--- config.mk ---
export PLATFORM = sky130hd
export DESIGN_NAME = resp_classifier
export DESIGN_NICKNAME = d
export VERILOG_FILES = /design/src/rtl/resp_cls_pkg.sv /design/src/rtl/rsp_decode.sv /design/src/rtl/ack_counter.sv /design/src/rtl/resp_classifier.sv
export SDC_FILE = /design/constraint.sdc
export NUM_CORES = 1
export LEC_CHECK = 0
export BUFFER_PORTS_ARGS = -buffer_cell sky130_fd_sc_hd__buf_2
export CAP_MARGIN = 10
export CORE_MARGIN = 1
export CORE_UTILIZATION = 45
export DETAILED_ROUTE_END_ITERATION = 8
export HOLD_SLACK_MARGIN = 0.06
export PLACE_DENSITY = 0.77
export SYNTH_ARGS = -nofsm -noshare
export SYNTH_HDL_FRONTEND = slang
export SYNTH_HIERARCHICAL = 1
export SYNTH_SLANG_ARGS = --single-unit
--- constraint.sdc ---
create_clock -name clk -period 1.7 [get_ports clk]
set_input_delay 0.34 -clock clk [delete_from_list [all_inputs] [get_ports clk]]
set_output_delay 0.34 -clock clk [all_outputs]
set_load 0.05 [all_outputs]
--- src/rtl/resp_cls_pkg.sv ---
package resp_cls_pkg;
    typedef enum logic [2:0] {
        RK_XDATA  = 3'd0,
        RK_DATA   = 3'd1,
        RK_ACK    = 3'd2,
        RK_WBDONE = 3'd3
    } rsp_kind_e;

    localparam int EV_N       = 7;
    localparam int EV_XDATA   = 0;
    localparam int EV_PEERSH  = 1;
    localparam int EV_DPART   = 2;
    localparam int EV_DFINAL  = 3;
    localparam int EV_APART   = 4;
    localparam int EV_AFINAL  = 5;
    localparam int EV_WBDONE  = 6;
endpackage

--- src/rtl/rsp_decode.sv ---
module rsp_decode
    import resp_cls_pkg::*;
#(
    parameter int CNT_W = 6,
    parameter int ST_W  = 4,
    parameter logic [ST_W-1:0] SHM_A = 4'd5,
    parameter logic [ST_W-1:0] SHM_B = 4'd8
) (
    input  logic [2:0]              kind,
    input  logic                    from_peer,
    input  logic [ST_W-1:0]         lstate,
    input  logic signed [CNT_W-1:0] pend,
    input  logic signed [CNT_W-1:0] ack,
    output logic [EV_N-1:0]         ev,
    output logic                    bad
);
    localparam int DW = CNT_W + 1;

    logic signed [DW-1:0] diff;
    logic                 last;
    logic                 shared_miss;

    always_comb begin
        diff        = DW'(pend) - DW'(ack);
        last        = (diff == '0);
        shared_miss = (lstate == SHM_A) || (lstate == SHM_B);
    end

    always_comb begin
        ev  = '0;
        bad = 1'b0;
        unique case (kind)
            RK_XDATA:  ev[EV_XDATA] = 1'b1;
            RK_DATA: begin
                if (from_peer && shared_miss) ev[EV_PEERSH] = 1'b1;
                else if (last)                ev[EV_DFINAL] = 1'b1;
                else                          ev[EV_DPART]  = 1'b1;
            end
            RK_ACK: begin
                if (last) ev[EV_AFINAL] = 1'b1;
                else      ev[EV_APART]  = 1'b1;
            end
            RK_WBDONE: ev[EV_WBDONE] = 1'b1;
            default:   bad = 1'b1;
        endcase
    end
endmodule

--- src/rtl/ack_counter.sv ---
module ack_counter #(
    parameter int CNT_W = 6
) (
    input  logic                    clk,
    input  logic                    rst_n,
    input  logic                    clr,
    input  logic                    upd,
    input  logic signed [CNT_W-1:0] ack,
    output logic signed [CNT_W-1:0] pend
);
    always_ff @(posedge clk) begin
        if (!rst_n)   pend <= '0;
        else if (clr) pend <= '0;
        else if (upd) pend <= pend - ack;
    end

    assert_alloc_clears_R10: assert property (@(posedge clk) disable iff (!rst_n)
        $past(clr) |-> pend == '0);
    assert_update_subtracts_R9: assert property (@(posedge clk) disable iff (!rst_n)
        ($past(upd) && !$past(clr)) |-> pend == CNT_W'($past(pend) - $past(ack)));
    assert_hold_when_idle_R9: assert property (@(posedge clk) disable iff (!rst_n)
        (!$past(upd) && !$past(clr)) |-> $stable(pend));
endmodule

--- src/rtl/resp_classifier.sv ---
module resp_classifier
    import resp_cls_pkg::*;
#(
    parameter int CNT_W = 6,
    parameter int ST_W  = 4,
    parameter logic [ST_W-1:0] SHM_A = 4'd5,
    parameter logic [ST_W-1:0] SHM_B = 4'd8
) (
    input  logic                    clk,
    input  logic                    rst_n,
    input  logic                    rsp_valid,
    input  logic [2:0]              rsp_kind,
    input  logic                    rsp_from_peer,
    input  logic signed [CNT_W-1:0] rsp_ack_cnt,
    input  logic [ST_W-1:0]         line_state,
    input  logic                    trk_alloc,
    input  logic                    cnt_update,
    output logic                    evt_valid,
    output logic [EV_N-1:0]         evt_onehot,
    output logic signed [CNT_W-1:0] pending,
    output logic                    rsp_err
);
    logic [EV_N-1:0] ev_next;
    logic            bad_next;

    rsp_decode #(.CNT_W(CNT_W), .ST_W(ST_W), .SHM_A(SHM_A), .SHM_B(SHM_B)) u_dec (
        .kind      (rsp_kind),
        .from_peer (rsp_from_peer),
        .lstate    (line_state),
        .pend      (pending),
        .ack       (rsp_ack_cnt),
        .ev        (ev_next),
        .bad       (bad_next)
    );

    ack_counter #(.CNT_W(CNT_W)) u_cnt (
        .clk   (clk),
        .rst_n (rst_n),
        .clr   (trk_alloc),
        .upd   (cnt_update),
        .ack   (rsp_ack_cnt),
        .pend  (pending)
    );

    always_ff @(posedge clk) begin
        if (!rst_n) begin
            evt_valid  <= 1'b0;
            evt_onehot <= '0;
            rsp_err    <= 1'b0;
        end else begin
            evt_valid  <= rsp_valid && !bad_next;
            evt_onehot <= (rsp_valid && !bad_next) ? ev_next : '0;
            rsp_err    <= rsp_valid && bad_next;
        end
    end

    assert_event_onehot_R8: assert property (@(posedge clk) disable iff (!rst_n)
        evt_valid |-> $countones(evt_onehot) == 1);
    assert_err_exclusive_R7: assert property (@(posedge clk) disable iff (!rst_n)
        rsp_err |-> (!evt_valid && evt_onehot == '0));
    assert_no_spurious_R8: assert property (@(posedge clk) disable iff (!rst_n)
        !$past(rsp_valid) |-> (!evt_valid && !rsp_err));
    assert_xdata_map_R2: assert property (@(posedge clk) disable iff (!rst_n)
        (rsp_valid && rsp_kind == 3'd0) |=> (evt_valid && evt_onehot[EV_XDATA]));
    assert_wbdone_map_R6: assert property (@(posedge clk) disable iff (!rst_n)
        (rsp_valid && rsp_kind == 3'd3) |=> (evt_valid && evt_onehot[EV_WBDONE]));
    assert_illegal_err_R7: assert property (@(posedge clk) disable iff (!rst_n)
        (rsp_valid && rsp_kind[2]) |=> rsp_err);
endmodule

==> results.txt <==
Status -> complete, no violations
Peak VDD IR -> 0.348 mV
Yosys warns -> 6
Syn nets -> 145
Finish-stage setup viols -> 0
Setup crit end kind -> register
CTS sink cnt -> 15
CP delay by family, top -> simple AND/OR/NAND/NOR gates
CTS tree -> yes
Clk_lat worst skew -> 280 ps
Final Core Density -> 66.3%
Worst Setup Start Kind -> register
Max Cap Viol -> 0
Final Cell Area -> 1370 sq um
Filler Cells Inserted -> 170
Rows -> 16
Synth Cell Area -> 1030 sq um
I/O pin total -> 34
DP Worst Slack -> -170 ps
Total power -> 0.834 mW
Post-synth EDFFs -> 0
Cell variety after synth -> 36
Cells after DPL -> 178
Drt first-iter violations -> 15
Tightest Pin Transition -> 381 ps
Die Ht -> 49.9 microns
CTS Root Cell -> clkbuf_4
Sequential-to-total area share from yosys stat -> 29.1%
Layout cells sized above 1 -> 41.9%
Initial Utilization -> 50.1%
Unrepaired setup endpoints after global routing -> no
Remaining Overflow, GRT -> 0
Worst-path cell chain -> ha_4 > nor3b_2 > o32ai_2 > o2111ai_2 > and4bb_1 > and4b_1
Buffers on Ports -> 33
Ys async rst share -> 0%
Crit Path Max Fanout -> 5
Crit Path Category -> reg -> reg
Largest net degree at the start of global routing -> 15
Pwr/cell area -> 611 nW/um^2
Crit path buf inv count -> 0
Static Leak -> 0.688 nW
HPWL after DPL -> 1840 microns
Initial antenna violation count -> 0
Die footprint -> 2490 sq um
Final period util -> 95.0%
Worst hold slack -> 377 ps
Clock Pin Slew Worst Setup and Hold Paths -> 90 ps
Rel. slew slack -> 74.6%
Final net count -> 187
Achievable Freq -> 619 MHz
Post-DP Area -> 1290 sq um
Final worst path period need -> 1610 ps
DRC -> 0
ANT nets after route -> 0
Final Max Tran Viols -> 0
Die width -> 49.9 microns
ANT cells -> 0
Mapped Cells -> 114
CORE AREA -> 2060 sq um
Post-Layout Cell Count -> 182
Max stage delay cell, worst path -> dfxtp_4
Global-route wire length before repair -> 3860 microns
CP Data Arrival Time -> 1800 ps
GRT Util Overall -> 20.5%
Final setup TNS -> 0 ps
Critical path data required time -> 1890 ps
RePlAce Congestion -> 0.816
Vias in the first global route -> 974
1st-pass router iterations -> 4
Avg Cell Area, Syn -> 9.07 sq um
Worst min path class -> in -> reg
Worst-case clock buffer depth -> 2
Yosys reg bits -> 15
H-tree Lvls -> 1
Main synth FF type -> dfxtp_1
Drt total wl -> 2330 microns
Area grow syn2layout -> 32.2%
Final WS setup -> 85.4 ps
CP max stage delay -> 370 ps
Wire length per cell -> 12.8 microns
CTS buffer count -> 3
Hold Fails Final Rpt -> 0
Setup Skew -> 0.548 ps
Cts hold-fix bufs -> 0
Vias per cell -> 5.43
Via count -> 988
-- cell usage after synthesis, drive strengths merged, types with 2 or more instances --
library cell  count  area [sq um]
nor2             12          45.0
and4b             7          70.1
clkbuf            2          7.51
nand4b            2          17.5
nor3b             2          15.0
nor2b             5          38.8
a21oi             3          15.0
nand2b            4          32.5
o21ai             3          15.0
nand2             2          7.51
nand3             5          25.0
a211oi            3          22.5
dfxtp            15           300
inv              15          56.3
o211ai            2          15.0
nor3              2          15.0
ha               11           138
and3b             3          26.3
and3              2          15.0
-- layout by cell type (no fill, tap or decap), types with 2 or more instances in the layout --
cell type  Yosys  routed
buf_2          0      33
inv_1         15      15
nor2_1        12      12
dfxtp_1       15       9
and4b_1        7       7
ha_1          11       7
buf_4          0       6
nand3_1        5       5
nor2b_1        4       4
dfxtp_4        0       4
and3b_1        3       3
clkbuf_4       0       3
nand2b_1       3       3
a211oi_1       3       3
o21ai_0        3       3
ha_4           0       3
and3_2         2       2
nand4b_1       2       2
o211ai_1       2       2
a21oi_1        3       2
dfxtp_2        0       2
nand2_1        2       2
-- cells by family after synthesis --
logic type | synth area share (%)
AND/OR/NAND/NOR | 34.0
buffers and inverters | 6.17
XOR/XNOR | 1.70
adder cells (fa/ha/maj) | 15.3
multiplexers | 0.969
AO/OA/AOI/OAI | 12.8
flip-flops | 29.1
-- routing by layer --
| layer | track usage [%] | vias to the layer above | wire (microns) |
|---|---|---|---|
| li1 | - | 492 | - |
| met4 | 15.2 | 0 | 58 |
| met3 | 2.78 | 6 | 74 |
| met1 | 21.4 | 463 | 976 |
| met5 | 0 | - | 0 |
| met2 | 36.9 | 27 | 1220 |
-- final cells by class --
cell class | instances | area, sq um | share of cell area (%)
multi-input combinational | 82 | 721 | 52.7
sequential | 15 | 318 | 23.3
timing repair buffer | 39 | 210 | 15.4
inverter | 15 | 56.3 | 4.12
tap | 27 | 33.8 | 2.47
clock buffer | 3 | 22.5 | 1.65
clock inverter | 1 | 5.00 | 0.366
-- worst paths after layout --
path                                startpoint       endpoint  slack, ps  cells after the start
worst min register to register   u_cnt/pend[0]  u_cnt/pend[0]        520                      2
worst max-delay path             u_cnt/pend[3]  evt_onehot[4]         90                      6
worst min-delay path            rsp_ack_cnt[0]  u_cnt/pend[0]        380                      3
worst max register to register   u_cnt/pend[3]  evt_onehot[4]         90                      6
-- tightest hold or removal path, cell delays in order --
cell and delay, ps:
buf_2 90, ha_2 130, a211oi_1 60
-- timing repair --
| item | in CTS | in global routing |
|---|---|---|
| hold endpoints to repair | 0 | 0 |
| pin swaps | 4 | 4 |
| endpoints found under the setup margin | 2 | 3 |
| buffers inserted | 0 | 0 |
| cloned | 0 | 0 |
| gates resized for setup | 3 | 4 |
-- flip-flops by register name (all words and copies together), names as in the netlist --
| signal | flops |
|---|---|
| evt_onehot | 7 |
| u_cnt/pend | 6 |
| evt_valid | 1 |
| rsp_err | 1 |
-- report_power, final --
part,total (mW),internal (mW),leakage (nW),switching (mW)
Clock,0.208,0.0874,0.0177,0.120
Sequential,0.369,0.359,0.126,0.00989
Combinational,0.258,0.113,0.545,0.145
Total,0.834,0.560,0.688,0.275
(Power assumes the default switching activity.)
